<file path="src/rtl/serrx_pkg.sv">
package serrx_pkg;
  // Destination of the drain request
  typedef enum logic { DRAIN_TO_IRQ = 1'b0, DRAIN_TO_DMA = 1'b1 } drain_route_e;

  // Action taken on the holding stage in a given cycle
  typedef enum logic [1:0] {
    HOLD_IDLE  = 2'd0,
    HOLD_LOAD  = 2'd1,
    HOLD_DRAIN = 2'd2,
    HOLD_KEEP  = 2'd3
  } hold_act_e;
endpackage

</file>
<file path="src/rtl/serrx_fifo.sv">
module serrx_fifo #(
  parameter int W     = 16,
  parameter int DEPTH = 4
) (
  input  logic         clk,
  input  logic         rst_n,
  input  logic         push,
  input  logic [W-1:0] push_data,
  input  logic         pop,
  output logic [W-1:0] head,
  output logic         empty,
  output logic         full
);
  localparam int AW = (DEPTH > 1) ? $clog2(DEPTH) : 1;
  localparam int CW = $clog2(DEPTH + 1);
  localparam logic [AW-1:0] LAST = AW'(DEPTH - 1);
  localparam logic [CW-1:0] CMAX = CW'(DEPTH);

  logic [W-1:0]  mem [DEPTH];
  logic [AW-1:0] wptr, rptr;
  logic [CW-1:0] count;

  assign empty = (count == '0);
  assign full  = (count == CMAX);
  assign head  = mem[rptr];

  genvar gi;
  generate
    for (gi = 0; gi < DEPTH; gi++) begin : g_slot
      always_ff @(posedge clk) begin
        if (!rst_n)                               mem[gi] <= '0;
        else if (push && (wptr == AW'(gi)))       mem[gi] <= push_data;
      end
    end
  endgenerate

  always_ff @(posedge clk) begin
    if (!rst_n) begin
      wptr  <= '0;
      rptr  <= '0;
      count <= '0;
    end else begin
      if (push) wptr <= (wptr == LAST) ? '0 : wptr + 1'b1;
      if (pop)  rptr <= (rptr == LAST) ? '0 : rptr + 1'b1;
      case ({push, pop})
        2'b10:   count <= count + 1'b1;
        2'b01:   count <= count - 1'b1;
        default: count <= count;
      endcase
    end
  end

  // the queue is never written while full unless a word leaves in the same cycle
  assert_no_push_full_R4: assert property (@(posedge clk) disable iff (!rst_n)
    (push && full) |-> pop);
  // nothing is removed from an empty queue
  assert_no_pop_empty_R11: assert property (@(posedge clk) disable iff (!rst_n)
    pop |-> !empty);
endmodule

</file>
<file path="src/rtl/serrx_hold.sv">
module serrx_hold
  import serrx_pkg::*;
#(
  parameter int W = 16
) (
  input  logic         clk,
  input  logic         rst_n,
  input  logic         frm_valid,
  input  logic [W-1:0] frm_data,
  input  logic         room,
  input  logic         overwrite,
  output logic         hold_vld,
  output logic [W-1:0] hold_data,
  output logic         xfer,
  output logic         ovf_event
);
  hold_act_e act;

  assign xfer      = hold_vld && room;
  assign ovf_event = frm_valid && hold_vld && !room;

  always_comb begin
    if (frm_valid && (!ovf_event || overwrite)) act = HOLD_LOAD;
    else if (ovf_event)                         act = HOLD_KEEP;
    else if (xfer)                              act = HOLD_DRAIN;
    else                                        act = HOLD_IDLE;
  end

  always_ff @(posedge clk) begin
    if (!rst_n) begin
      hold_vld  <= 1'b0;
      hold_data <= '0;
    end else begin
      case (act)
        HOLD_LOAD: begin
          hold_vld  <= 1'b1;
          hold_data <= frm_data;
        end
        HOLD_DRAIN: hold_vld <= 1'b0;
        default:    ;
      endcase
    end
  end

  // an overflowing word replaces the held word under the overwrite policy
  assert_overwrite_R5: assert property (@(posedge clk) disable iff (!rst_n)
    (ovf_event && overwrite) |=> (hold_vld && hold_data == $past(frm_data)));
  // an overflowing word is dropped under the discard policy
  assert_discard_R6: assert property (@(posedge clk) disable iff (!rst_n)
    (ovf_event && !overwrite) |=> (hold_vld && $stable(hold_data)));
  // a frame always leaves the holding stage occupied
  assert_frame_held_R2: assert property (@(posedge clk) disable iff (!rst_n)
    frm_valid |=> hold_vld);
endmodule

</file>
<file path="src/rtl/serrx_req.sv">
module serrx_req
  import serrx_pkg::*;
(
  input  logic clk,
  input  logic rst_n,
  input  logic ovf_event,
  input  logic ovf_clr,
  input  logic ovf_irq_en,
  input  logic not_empty,
  input  logic drain_en,
  input  logic drain_dma_sel,
  output logic ovf_flag,
  output logic ovf_irq,
  output logic drain_irq,
  output logic drain_dma
);
  drain_route_e route;
  logic         drain_req;

  assign route     = drain_route_e'(drain_dma_sel);
  assign drain_req = not_empty && drain_en;
  assign drain_dma = drain_req && (route == DRAIN_TO_DMA);
  assign drain_irq = drain_req && (route == DRAIN_TO_IRQ);
  assign ovf_irq   = ovf_flag && ovf_irq_en;

  always_ff @(posedge clk) begin
    if (!rst_n)         ovf_flag <= 1'b0;
    else if (ovf_event) ovf_flag <= 1'b1;
    else if (ovf_clr)   ovf_flag <= 1'b0;
  end

  // the drain request never appears on both pins
  assert_one_route_R10: assert property (@(posedge clk) disable iff (!rst_n)
    !(drain_irq && drain_dma));
  // the flag only drops after a clear pulse
  assert_sticky_R7: assert property (@(posedge clk) disable iff (!rst_n)
    (ovf_flag && !ovf_clr) |=> ovf_flag);
  // an overflow wins over a simultaneous clear
  assert_set_wins_R7: assert property (@(posedge clk) disable iff (!rst_n)
    ovf_event |=> ovf_flag);
endmodule

</file>
<file path="src/rtl/serrx_buffer.sv">
module serrx_buffer
  import serrx_pkg::*;
#(
  parameter int W     = 16,
  parameter int DEPTH = 4
) (
  input  logic         clk,
  input  logic         rst_n,
  input  logic         frm_valid,
  input  logic [W-1:0] frm_data,
  output logic         rd_valid,
  input  logic         rd_ready,
  output logic [W-1:0] rd_data,
  input  logic         cfg_overwrite,
  input  logic         cfg_ovf_irq_en,
  input  logic         cfg_drain_en,
  input  logic         cfg_drain_dma,
  input  logic         ovf_clr,
  output logic         ovf_flag,
  output logic         ovf_irq,
  output logic         drain_irq,
  output logic         drain_dma,
  output logic         fifo_full,
  output logic         hold_full
);
  logic         pop, empty, full, room, xfer, ovf_event, hold_vld;
  logic [W-1:0] hold_data;

  assign rd_valid  = !empty;
  assign pop       = rd_valid && rd_ready;
  assign room      = !full || pop;
  assign fifo_full = full;
  assign hold_full = hold_vld;

  serrx_fifo #(.W(W), .DEPTH(DEPTH)) u_fifo (
    .clk(clk), .rst_n(rst_n),
    .push(xfer), .push_data(hold_data), .pop(pop),
    .head(rd_data), .empty(empty), .full(full)
  );

  serrx_hold #(.W(W)) u_hold (
    .clk(clk), .rst_n(rst_n),
    .frm_valid(frm_valid), .frm_data(frm_data),
    .room(room), .overwrite(cfg_overwrite),
    .hold_vld(hold_vld), .hold_data(hold_data),
    .xfer(xfer), .ovf_event(ovf_event)
  );

  serrx_req u_req (
    .clk(clk), .rst_n(rst_n),
    .ovf_event(ovf_event), .ovf_clr(ovf_clr), .ovf_irq_en(cfg_ovf_irq_en),
    .not_empty(rd_valid), .drain_en(cfg_drain_en), .drain_dma_sel(cfg_drain_dma),
    .ovf_flag(ovf_flag), .ovf_irq(ovf_irq),
    .drain_irq(drain_irq), .drain_dma(drain_dma)
  );

  // a stalled head word stays put
  assert_head_stable_R11: assert property (@(posedge clk) disable iff (!rst_n)
    (rd_valid && !rd_ready) |=> (rd_valid && $stable(rd_data)));
  // the flag rises only after a frame met a full queue, a full holding stage and no pop
  assert_ovf_cause_R3: assert property (@(posedge clk) disable iff (!rst_n)
    $rose(ovf_flag) |-> $past(frm_valid && fifo_full && hold_full && !pop));
endmodule

</file>
<file path="config.mk">
export PLATFORM = sky130hd
export DESIGN_NAME = serrx_buffer
export DESIGN_NICKNAME = d
export VERILOG_FILES = /design/src/rtl/serrx_pkg.sv /design/src/rtl/serrx_fifo.sv /design/src/rtl/serrx_hold.sv /design/src/rtl/serrx_req.sv /design/src/rtl/serrx_buffer.sv
export SDC_FILE = /design/constraint.sdc
export NUM_CORES = 1
export LEC_CHECK = 0
export ABC_CLOCK_PERIOD_IN_PS = 2770
export CORE_UTILIZATION = 35
export DETAILED_ROUTE_END_ITERATION = 10
export GPL_TIMING_DRIVEN = 1
export PLACE_DENSITY = 0.58
export RECOVER_POWER = 25
export SETUP_SLACK_MARGIN = 0.15
export SLEW_MARGIN = 20
export SYNTH_ARGS = -nofsm -noshare
export SYNTH_HDL_FRONTEND = slang
export SYNTH_SLANG_ARGS = --single-unit
</file>
<file path="constraint.sdc">
create_clock -name clk -period 2.77 [get_ports clk]
set_input_delay 0.554 -clock clk [delete_from_list [all_inputs] [get_ports clk]]
set_output_delay 0.554 -clock clk [all_outputs]
set_load 0.05 [all_outputs]
</file>
## After elaboration in Yosys (flattened, before gate mapping)

Memory sizes are Yosys's and may differ from the RTL's. A register that Yosys moved wholly into a read port is not among the register bits.
Index checks and enable logic that the tools add are counted.

| operators by class | value |
|---|---|
| mux-type cells | 28 |
| bitwise operators | 5 |
| multiply operators | 0 |
| divide/modulo/power cells | 0 |
| order comparisons | 0 |
| add/sub/neg operators | 4 |
| reduce and logical (&&, ||, !) cells | 24 |
| equal/unequal tests | 9 |
| shift-type cells | 0 |

Operators with widths:

| operator | count |
|---|---|
| 16-bit two-way mux | 4 |
| 1-bit two-way mux | 15 |
| 2-bit two-way mux | 7 |
| 1-bit logical AND | 13 |
| 2-bit == test (second input constant) | 5 |
| 2-bit by 1-bit == test with 1-bit output (second input constant) | 3 |
| 3-bit case mux with 2 select lines | 1 |
| 2-bit nonzero test | 3 |
| 2-bit by 1-bit adder with 2-bit output (second input constant) | 2 |
| 1-bit zero test | 4 |
| 1-bit OR | 4 |
| 3-bit by 1-bit adder with 3-bit output (second input constant) | 1 |
| 3-bit == test (second input constant) | 1 |
| 3-bit zero test | 1 |
| 3-bit by 1-bit subtractor with 3-bit output (second input constant) | 1 |
| 2-bit zero test | 1 |
| 1-bit logical OR | 2 |
| 1-bit case mux with 2 select lines | 1 |
| 1-bit NOT | 1 |

| word-level totals | value |
|---|---|
| bits of input ports | 25 |
| register bits after elaboration | 25 |
| memory bits (read-only) | 0 |
| bits in latches | 0 |
| output and inout port bits | 23 |
| memories kept | 1 |
| bits in writable memories | 64 |

Memories:

| name | depth | bits a word | read ports | clocked after Yosys merged registers in | wr ports | line | source |
|---|---|---|---|---|---|---|---|
| u_fifo.mem | 4 | 16 | 1 | 1 | 4 | serrx_fifo.sv:19 | `logic [W-1:0] mem [DEPTH];` |

## Depth between registers and ports, before layout

Gate-level depths: netlist of the first run.

| logic depth | value |
|---|---|
| word-level depth | 12 |
| gate-level depth with buffers | 9 |

## Modules after synthesis

From an unflattened synthesis of the first run, not the netlist that was laid out.

| unflattened totals | value |
|---|---|
| cells, all modules | 284 |
| area total of the unflattened synthesis | 4,086.4 µm² |

Modules (own cells, without submodules):

| module | instances | cells an instance | area an instance (µm²) |
|---|---|---|---|
| serrx_fifo | 1 | 209 | 3,269.4 |
| serrx_hold | 1 | 65 | 723.2 |
| serrx_req | 1 | 7 | 62.6 |
| serrx_buffer | 1 | 3 | 31.3 |

## Least setup slack after synthesis of the first run

Ideal clock, no wire load.

| path | value |
|---|---|
| path type | flip-flop to flip-flop |
| from | register u_fifo.count[2] |
| to | register u_hold.hold_data[10] |
| setup time | 0.116 ns |
| path slack | -0.206 ns |
| clock period less this slack | 2.976 ns |
| data required time | 2.654 ns |
| arrival | 2.860 ns |
| buffers on the path | 2 |
| cell stages (with the launch flop) | 9 |
| cell sequence | dfxtp_1 -> nor3b_1 -> nand4b_1 -> o22a_1 -> ha_1 -> buf_2 -> buf_2 -> mux2i_1 -> nor2b_1 |

RTL lines:

| item | line | source |
|---|---|---|
| start: declaration | serrx_fifo.sv:21 | `logic [CW-1:0] count;` |
| start signal: assignment | serrx_fifo.sv:46 | `2'b10: count <= count + 1'b1;` |
| start signal: assignment | serrx_fifo.sv:47 | `2'b01: count <= count - 1'b1;` |
| start signal: assignment | serrx_fifo.sv:48 | `default: count <= count;` |
| 3-bit == test * | serrx_fifo.sv:24 | `assign full = (count == CMAX);` |
| net fifo_full | serrx_buffer.sv:23 | `output logic fifo_full,` |
| 1-bit zero test * | serrx_buffer.sv:31 | `assign room = !full \|\| pop;` |
| 1-bit logical OR * | serrx_buffer.sv:31 |  |
| 1-bit zero test | serrx_hold.sv:20 | `assign ovf_event = frm_valid && hold_vld && !room;` |
| 1-bit logical AND | serrx_hold.sv:20 |  |
| 1-bit zero test | serrx_hold.sv:23 | `if (frm_valid && (!ovf_event \|\| overwrite)) act = HOLD_LOAD;` |
| 1-bit logical OR | serrx_hold.sv:23 |  |
| 1-bit logical AND | serrx_hold.sv:23 |  |
| 2-bit two-way mux * | serrx_hold.sv:23 |  |
| 2-bit by 1-bit == test with 1-bit output * | serrx_hold.sv:34 | `case (act)` |
| end signal: assignment | serrx_hold.sv:37 | `hold_data <= frm_data;` |
| end: declaration | serrx_hold.sv:13 | `output logic [W-1:0] hold_data,` |

Mark *: on every way through the listed nets, which the timed path passes. The rest lies on a longest branch.
A chain may end at the register's enable or synchronous reset.

## Worst setup path in the final report of the first run

| path | value |
|---|---|
| from | input port rd_ready |
| to | register u_fifo.count[2] |

| between the ends | value |
|---|---|
| word-level cells in the longest chain between the ends | 5 |

Ends and longest elaborated chain:

| item | line | source |
|---|---|---|
| start: declaration | serrx_buffer.sv:12 | `input logic rd_ready,` |
| 1-bit logical AND * | serrx_buffer.sv:30 | `assign pop = rd_valid && rd_ready;` |
| 1-bit logical OR | serrx_buffer.sv:31 |  |
| 1-bit logical AND | serrx_hold.sv:19 | `assign xfer = hold_vld && room;` |
| 2-bit by 1-bit == test with 1-bit output / 2-bit == test (equally long branches) | serrx_fifo.sv:45 | `case ({push, pop})` |
| 3-bit case mux with 2 select lines / 2-bit nonzero test (equally long branches) | -- |  |

Mark *: on every way between the ends. The rest lies on a longest branch, timed or not.

==> results of run 1 <==
per-layer routing:
layer	GRT usage, %	vias to the layer above
li1	-	1161
met1	19.4	1129
met2	22.9	45
met3	1.97	16
met4	7.82	0
met5	0	-
final cells by class:
type	instances	share of cell area, %
clock buffer	12	5.07
clock inverter	4	0.541
inverter	8	0.618
multi-input combinational	183	28.0
sequential	91	50.7
tap	140	3.61
timing repair buffer	64	11.5
report_power, final:
group | internal [mW] | total [mW] | switching, mW
registers | 1.58 | 1.64 | 0.0657
clock network | 0.631 | 1.11 | 0.476
logic | 0.457 | 1.19 | 0.738
critical path: stages:
cell,delay (ns)
clkdlybuf4s50_1,0.41
or4b_1,0.55
nand2_4,0.10
ha_1,0.15
inv_1,0.05
fa_1,0.37
xor2_1,0.16
or3_1,0.30
a21boi_1,0.13
cells by family (layout without fill, tap and decap cells):
| group | Yosys count | count (layout) | synth area share [%] |
|---|---|---|---|
| buf+inv | 26 | 88 | 3.92 |
| compound gates | 10 | 10 | 1.63 |
| mux | 34 | 34 | 13.6 |
| flops | 91 | 91 | 61.8 |
| xor+xnor | 2 | 2 | 0.440 |
| simple gates | 128 | 128 | 15.6 |
| fa+ha+maj | 9 | 9 | 3.01 |
per-stage QoR:
step,hold slack (ns),cells,power (mW),instance area [um2],utilization [%]
after floorplan,0.471,300,2.53,3990,-
after global placement,0.479,486,2.87,4610,42.0
after detailed placement,0.486,486,2.89,4610,42.0
after CTS,0.495,502,4.00,4890,44.5
after global routing,0.536,502,4.12,4860,44.2
final,0.489,502,3.94,4860,44.2
worst paths after layout:
kind	to	depth (start not counted)
worst max register to register	u_fifo.count[2]$_SDFFE_PN0P_	8
worst min-delay path	u_req.ovf_flag$_SDFFE_PN0P_	2
worst min register to register	u_req.ovf_flag$_SDFFE_PN0P_	2
worst max-delay path	u_fifo.count[2]$_SDFFE_PN0P_	9
cell usage after synthesis:
library cell / count
clkbuf_1: 8
nand2_1: 28
xnor2_1: 1
fa_1: 1
and2_1: 4
nor2_1: 65
mux4_2: 16
or4b_1: 1
o22ai_1: 1
nand2b_1: 1
nand3_4: 4
a21boi_0: 3
buf_6: 1
mux2i_1: 18
nand3_1: 2
o31ai_1: 1
inv_1: 8
xor2_1: 1
nor2b_1: 16
o22a_1: 1
nand2_4: 1
buf_2: 5
ha_1: 8
nand4b_1: 1
or3_1: 3
o21ai_0: 4
edfxtp_1: 64
buf_8: 4
dfxtp_1: 27
nor3b_1: 1
and3_1: 1
what timing repair did:
item                                    in CTS  in global routing
endpoints found under the setup margin       0                  1
resized for setup                            0                  2
endpoints found under the hold margin        0                  0
registers in the layout, summed over array words and instances (netlist names), named ones only:
signal,cells
u_fifo.mem,64
u_fifo.rptr,2
u_req.ovf_flag,1
u_hold.hold_data,16
u_hold.hold_vld,1
u_fifo.count,3
u_fifo.wptr,2
==> flow_summary.json, run 1 <==
{
  "place_ws_ns": -0.134,
  "first_iter_violations": 85,
  "start_util_pct": 36.3,
  "crit_fanout": 2,
  "die_w_um": 109,
  "first_global_vias": 2470,
  "grt_use_total_pct": 14.5,
  "wl_met1_mm": 3.66,
  "multiInputGateArea_mm2": 0.00136,
  "ys_types": 31,
  "synth_top_area_share_pct": 48.2,
  "hold_buffers": 0,
  "relSlewSlack_pct": 61.0,
  "cts.sinks": 91,
  "synth_nets": 334,
  "root_buffer": "clkbuf_16",
  "outcome": "finished clean",
  "r2r-start": "u_fifo.count[0]$_SDFFE_PN0P_",
  "syn_area_mm2": 0.00399,
  "fillers": 1000,
  "seq_area_mm2": 0.00246,
  "cts_setup_buffers": 0,
  "vdd_drop_max_mv": 0.476,
  "layout_commonest_cell": "nor2_1",
  "gp_congestion": 0.710,
  "row_count": 38,
  "antenna_found_initial": 0,
  "die_height_um": 109,
  "drt.antenna.violating_nets": 0,
  "numCtsBuffers": 9,
  "wire_per_inst_um": 15.5,
  "grt_first_pass_wirelength_mm": 12.5,
  "power.leakage_nw": 1.76,
  "clock_latency_ns": 0.33,
  "drt_pre_antenna_iters": 4,
  "io_buffers": 47,
  "coreArea_mm2": 0.0110,
  "wl_met3_um": 263,
  "worstHoldStart": "u_req.ovf_flag$_SDFFE_PN0P_",
  "startpoint": "rd_ready",
  "required_ns": 3.04,
  "rsz0062_at_grt": "false",
  "cts.path.max_buffers": 2,
  "post-route-worst-setup-slack_ns": 0.258,
  "power_per_cell_area_mw_per_mm2": 812,
  "cts.clk_slew.worst_paths_ns": 0.06,
  "dr_total_vias": 2351,
  "drv_slew": 0,
  "hp-class": "register to register",
  "grt_max_degree": 49,
  "n_antenna_cell": 0,
  "place_hpwl_mm": 4.81,
  "finalSetupViolCount": 0,
  "via_per_inst": 4.68,
  "tightest_slew_ns": 0.588,
  "areaGrowthSynthToFinish_pct": 21.9,
  "startpoint_type": "input pin",
  "avgSynthCellArea_um2": 13.3,
  "synth_top_area_cell": "edfxtp_1",
  "htree_levels": 3,
  "fin_nets": 391,
  "hold_violations": 0,
  "synth-seq-area-share_pct": 61.8,
  "fin_skew_ns": 0.00644,
  "remaining_drc_errors": 0,
  "criticalPathCategory": "input pin to register",
  "ys_seq_elements": 91,
  "yosys_warnings": 0,
  "tns_ns": 0,
  "cts_tree": "done",
  "arrival_ns": 2.78,
  "syn_inst": 300,
  "top_layer_used": "met4",
  "maxCapViolCount": 0,
  "fin_crit_ns": 2.51,
  "end_kind": "register",
  "wirelength_mm": 7.76,
  "finalCritPeriodShare_pct": 90.7,
  "timing.fmax_ghz": 0.398,
  "overflow": 0,
  "drive_gt1_share_pct": 18.5,
  "num_io_pins": 48,
  "r2r_slack_ns": 0.46,
  "dieArea_mm2": 0.0118,
  "synth_area_leaders": "edfxtp_1 48%, dfxtp_1 14%, mux4_2 9.0%",
  "dr_wl_met2_mm": 3.67,
  "most-common-layout-cells": "65 x nor2_1, 64 x edfxtp_1, 28 x nand2_1, 28 x clkdlybuf4s50_1, 28 x buf_4"
}
No activity file was read; power rests on OpenSTA's default activity.
==> run 2, diff against run 1 <==
--- a/config.mk
+++ b/config.mk
@@ -6,10 +6,10 @@
 export NUM_CORES = 1
 export LEC_CHECK = 0
 export ABC_CLOCK_PERIOD_IN_PS = 2770
-export CORE_UTILIZATION = 35
+export CORE_UTILIZATION = 55
 export DETAILED_ROUTE_END_ITERATION = 10
 export GPL_TIMING_DRIVEN = 1
-export PLACE_DENSITY = 0.58
+export PLACE_DENSITY = 0.83
 export RECOVER_POWER = 25
 export SETUP_SLACK_MARGIN = 0.15
 export SLEW_MARGIN = 20
==> run 2 against run 1 <==
Effect of this change:
- non-clock buffer count up 1
- sequential share of layout area up 1.4 points
- first-iteration DRC count up 100%
- sequential power about the same
- via count up 0.55%
- routed wire length down 7.7%
- maximum frequency about the same
- clock-buffer cell count down 1
- power down 6.8%
- die area down 36%
- final area down 2.7%
- combinational power about the same
==> flow_summary.json, run 2 (synthesis results as in run 1) <==
{
  "outcome": "finished clean",
  "layout_commonest_cell": "nor2_1",
  "pwr-share-clk_pct": 23.1,
  "drt_pre_antenna_iters": 4,
  "p_switching_mw": 1.23,
  "row_count": 30,
  "timing.fmax_ghz": 0.398,
  "coreArea_mm2": 0.00691,
  "via_per_inst": 5.15,
  "drv_slew": 0,
  "hp-class": "register to register",
  "grt_max_degree": 28,
  "first_iter_violations": 174,
  "reg2regPathDepth": 8,
  "criticalPathCategory": "input pin to register",
  "dr_total_vias": 2364,
  "hold_violations": 0,
  "remaining_drc_errors": 0,
  "htree_levels": 3,
  "hold_depth": 2,
  "first_global_vias": 2456,
  "cts.sinks": 91,
  "place_ws_ns": -0.170,
  "most-common-layout-cells": "65 x nor2_1, 64 x edfxtp_1, 31 x buf_4, 28 x nand2_1",
  "io_buffers": 47,
  "p_sw_share_pct": 33.5,
  "finalCritPeriodShare_pct": 90.7,
  "arrival_ns": 2.79,
  "drt.antenna.violating_nets": 0,
  "end_kind": "register",
  "total_power_mw": 3.68,
  "power_per_cell_area_mw_per_mm2": 778,
  "fin_crit_ns": 2.51,
  "required_ns": 3.05,
  "antenna_found_initial": 0,
  "top_regs": "u_fifo.mem: 64 flops, u_hold.hold_data: 16 flops, u_fifo.count: 3 flops",
  "fin_nets": 392,
  "die_w_um": 87.1,
  "vdd_drop_max_mv": 0.738,
  "cts.clk_slew.worst_paths_ns": 0.08,
  "cts_tree": "done",
  "startpoint_type": "input pin",
  "relSlewSlack_pct": 34.4,
  "n_antenna_cell": 0,
  "grt_use_total_pct": 21.1,
  "tightest_slew_ns": 0.984,
  "post-route-worst-setup-slack_ns": 0.258,
  "grt_first_pass_wirelength_mm": 11.7,
  "fin_skew_ns": 0.00900,
  "start_util_pct": 57.7,
  "drive_gt1_share_pct": 19.3,
  "cts.path.max_buffers": 2,
  "finalSetupViolCount": 0,
  "cts_setup_buffers": 0,
  "die_height_um": 87.1,
  "wirelength_mm": 7.16,
  "power_frac_comb_pct": 32.3,
  "p_seq_share_pct": 44.6,
  "overflow": 0,
  "numCtsBuffers": 9,
  "power.leakage_nw": 1.72,
  "place_hpwl_mm": 4.82,
  "crit_fanout": 2,
  "dieArea_mm2": 0.00759,
  "wire_per_inst_um": 15.6,
  "maxCapViolCount": 0,
  "areaGrowthSynthToFinish_pct": 18.6,
  "clock_latency_ns": 0.35,
  "largest_register_ffs": 64,
  "num_io_pins": 48,
  "gp_congestion": 0.700,
  "regMostFlops": "u_fifo.mem",
  "rsz0062_at_grt": "false",
  "internal_power_mw": 2.45,
  "root_buffer": "clkbuf_8"
}
-- run 2: changes by cell type in the layout (fill, tap and decap cells not counted), sizes merged --
cell	previous run	this run
clkinvlp	0	2
buf	30	32
clkbuf	18	16
clkinv	4	2
clkdlybuf4s50	28	27
bufinv	0	1
dlygate4sd3	0	1
-- run 2: critical path, cell delays in order --
cell,delay (ns)
clkdlybuf4s50_1,0.41
or4b_1,0.55
nand2_4,0.10
ha_1,0.17
inv_1,0.07
fa_2,0.33
xor2_1,0.16
or3_1,0.30
a21boi_1,0.14
-- run 2: what timing repair did --
action / 4_1_cts / 5_1_grt
hold buffers: 0 / 0
resized for setup: 0 / 3
setup endpoints to repair: 0 / 1
-- run 2: cell type report --
cell class | count | area [um2]
flip-flops and latches | 91 | 2460
fillers | 506 | 2180
multi-input cells | 183 | 1370
repair buffers | 65 | 554
clock buffers | 11 | 131
well taps | 96 | 120
clock inverters | 5 | 53.8
inverters | 8 | 30.0
-- run 2: path summary, 6_finish.rpt --
path	start	to	slack, ns
worst max-delay path	rd_ready	u_fifo.count[2]$_SDFFE_PN0P_	0.26
worst min-delay path	u_req.ovf_flag$_SDFFE_PN0P_	u_req.ovf_flag$_SDFFE_PN0P_	0.50
worst max register to register	u_fifo.count[0]$_SDFFE_PN0P_	u_fifo.count[2]$_SDFFE_PN0P_	0.43
worst min register to register	u_req.ovf_flag$_SDFFE_PN0P_	u_req.ovf_flag$_SDFFE_PN0P_	0.50
-- run 2: metrics by stage --
stage               instances  hold WS [ns]  TNS, ns  util, %  cell area, um2
global placement          443         0.484  -0.0533     65.9            4550
floorplan                 300         0.471        0        -            3990
finish                    459         0.500        0     68.4            4730
detailed placement        443         0.496   -0.170     65.9            4550
global route              459         0.536        0     68.4            4730
CTS                       459         0.508        0     68.6            4740
-- run 2: layer usage --
layer	global-route usage (%)	vias up	wire length, um
li1	-	1166	-
met1	26.1	1129	3040
met4	8.20	0	102
met5	0	-	0
met2	35.9	60	3670
met3	5.21	9	350
-- run 2: power groups by stage --
stage	Sequential [mW]	Clock, mW	Combinational [mW]
finish	1.64	0.849	1.19
detailed placement	1.67	0	1.20
global route	1.65	0.913	1.26
floorplan	1.66	0	0.875
CTS	1.64	0.859	1.20
global placement	1.66	0	1.17
==> run 3, diff against run 2 <==
--- a/config.mk
+++ b/config.mk
@@ -9,6 +9,7 @@
 export CORE_UTILIZATION = 55
 export DETAILED_ROUTE_END_ITERATION = 10
 export GPL_TIMING_DRIVEN = 1
+export MAX_ROUTING_LAYER = met4
 export PLACE_DENSITY = 0.83
 export RECOVER_POWER = 25
 export SETUP_SLACK_MARGIN = 0.15
==> constraint.sdc (replaced) <==
create_clock -name clk -period 2.77 [get_ports clk]
set_input_delay 0.554 -clock clk [delete_from_list [all_inputs] [get_ports clk]]
set_output_delay 0.554 -clock clk [all_outputs]
set_load 0.01 [all_outputs]
==> run 3 against run 2 <==
Effect of this change:
- critical path depth decreased by 6
- routed wire length rose by 5.8%
- sequential power is essentially flat
- via count grew 4.2%
- combinational power down 24%
- maximum frequency fell by 0.54%
- die area did not move
- worst setup slack worse by 0.014 ns
- global-route usage increased by 2.1 points
- clock skew down 0.0013 ns
- sequential share of layout area down 1.1 points
- clock power up 24%
- critical path type is now register to output pin
- largest power group unchanged
==> flow_summary.json, run 3 (synthesis results as in run 1) <==
{
  "outcome": "finished clean",
  "clock_latency_ns": 0.35,
  "use_met1_pct": 27.7,
  "rsz0062_at_grt": "true",
  "power_per_cell_area_mw_per_mm2": 746,
  "r2r_slack_ns": 0.43,
  "fin_skew_ns": 0.00771,
  "use_met3_pct": 4.08,
  "grt_use_total_pct": 23.2,
  "wirelength_mm": 7.58,
  "cts_tree": "done",
  "regMostFlops": "u_fifo.mem",
  "end_kind": "output pin",
  "relSlewSlack_pct": 48.9,
  "hp-class": "register to register",
  "cts.sinks": 91,
  "cts.clk_slew.worst_paths_ns": 0.09,
  "gp_congestion": 0.732,
  "overflow": 0,
  "finalSetupViolCount": 0,
  "path_cells": "buf_8 > mux4_2 > clkdlybuf4s50_1",
  "finalCritPeriodShare_pct": 91.2,
  "num_io_pins": 48,
  "total_power_mw": 3.60,
  "slowest_stage": "mux4_2",
  "power.leakage_nw": 1.73,
  "dieArea_mm2": 0.00759,
  "cts_setup_buffers": 0,
  "die_height_um": 87.1,
  "fin_crit_ns": 2.53,
  "die_w_um": 87.1,
  "areaGrowthSynthToFinish_pct": 21.1,
  "largest_register_ffs": 64,
  "criticalPathCategory": "register to output pin",
  "numCtsBuffers": 9,
  "arrival_ns": 1.97,
  "drt_pre_antenna_iters": 4,
  "fin_nets": 393,
  "timing.fmax_ghz": 0.396,
  "row_count": 30,
  "remaining_drc_errors": 0,
  "layout_commonest_cell": "nor2_1",
  "instances_no_fill": 460,
  "start_util_pct": 57.7,
  "grt_first_pass_wirelength_mm": 12.3,
  "grt-busiest-layer": "met2",
  "hold_depth": 2,
  "htree_levels": 3,
  "antenna_found_initial": 0,
  "crit_fanout": 16,
  "min_to": "u_req.ovf_flag$_SDFFE_PN0P_",
  "stdcell_area_mm2": 0.00483,
  "utilization_pct": 69.9,
  "critPathMaxStageDelay_ns": 0.55,
  "place_hpwl_mm": 5.11,
  "r2r-start": "u_fifo.count[0]$_SDFFE_PN0P_",
  "dp_cells": 444,
  "dr_total_vias": 2464,
  "wire_per_inst_um": 16.5,
  "root_buffer": "clkbuf_8",
  "top_regs": "u_fifo.mem: 64 flops, u_hold.hold_data: 16 flops, u_fifo.count: 3 flops",
  "drive_gt1_share_pct": 14.3,
  "coreArea_mm2": 0.00691,
  "grt_max_degree": 22,
  "most-common-layout-cells": "65 x nor2_1, 64 x edfxtp_1, 45 x clkdlybuf4s50_1, 28 x nand2_1, 27 x dfxtp_1",
  "met2_usage_pct": 39.5,
  "via_per_inst": 5.36,
  "drt.antenna.violating_nets": 0,
  "first_iter_violations": 137,
  "reg2reg_to": "u_fifo.count[2]$_SDFFE_PN0P_",
  "postPlaceCellArea_mm2": 0.00462,
  "hold_violations": 0,
  "required_ns": 2.22,
  "worstHoldStart": "u_req.ovf_flag$_SDFFE_PN0P_",
  "tightest_slew_ns": 0.766,
  "cts.path.max_buffers": 2,
  "vdd_drop_max_mv": 0.538,
  "startpoint_type": "register",
  "first_global_vias": 2529,
  "drv_slew": 0,
  "reg2regPathDepth": 8,
  "io_buffers": 47,
  "maxCapViolCount": 0,
  "n_antenna_cell": 0,
  "hold_buffers": 0
}
-- run 3: cell types whose count changed in the layout (fill, tap and decap cells not counted), sizes merged --
cell | previous run | this run
buf | 32 | 14
bufinv | 1 | 3
clkbuf | 16 | 14
clkdlybuf4s50 | 27 | 45
clkinvlp | 2 | 1
dlygate4sd3 | 1 | 2
inv | 8 | 9
-- run 3: per-layer routing --
layer | vias to the layer above | share of wire [%]
li1 | 1168 | -
met1 | 1197 | 40
met2 | 88 | 53
met3 | 11 | 4.9
met4 | 0 | 1.3
met5 | - | 0
-- run 3: repair_timing --
item,4_1_cts,5_1_grt
endpoints found under the hold margin,0,0
pin swaps,0,0
gates resized for setup,1,3
setup endpoints to repair,4,5
-- run 3: metrics by stage --
step	setup slack (ns)	hold WS, ns	TNS, ns
4_1_cts	0.193	0.514	0
5_1_grt	0.102	0.550	0
3_3_place_gp	-0.0644	0.484	-0.0644
2_1_floorplan	0.250	0.471	0
3_5_place_dp	-0.150	0.495	-0.150
6_report	0.244	0.509	0
-- run 3: worst max path at each step --
| stage | from | endpoint | depth (start not counted) | slack [ns] |
|---|---|---|---|---|
| floorplan | rd_ready | u_fifo.count[2]$_SDFFE_PN0P_ | 9 | 0.25 |
| global placement | rd_ready | u_fifo.count[2]$_SDFFE_PN0P_ | 9 | -0.06 |
| detailed placement | rd_ready | u_fifo.count[2]$_SDFFE_PN0P_ | 9 | -0.15 |
| CTS | register | rd_data[9] | 3 | 0.19 |
| global route | rd_ready | u_fifo.count[2]$_SDFFE_PN0P_ | 9 | 0.10 |
| finish | register | rd_data[14] | 3 | 0.24 |
-- run 3: final cells by class --
| cell class | count | area, um2 |
|---|---|---|
| clock buffer | 9 | 124 |
| clock inverter | 7 | 115 |
| fill | 495 | 2080 |
| inverter | 8 | 30.0 |
| multi-input combinational | 183 | 1350 |
| sequential | 91 | 2460 |
| tap | 96 | 120 |
| timing repair buffer | 66 | 621 |
-- run 3: power breakdown --
group | internal (mW) | switching, mW | total, mW | leakage, nW
registers | 1.57 | 0.0744 | 1.65 | 0.888
clock network | 0.598 | 0.451 | 1.05 | 0.117
logic | 0.493 | 0.411 | 0.904 | 0.724
-- run 3: worst max-delay path, delay by kind of cell, from the launching register on --
family | cells | cell delay, ns
flip-flops | 1 | 0.35
buffers and inverters | 2 | 0.71
multiplexers | 1 | 0.55
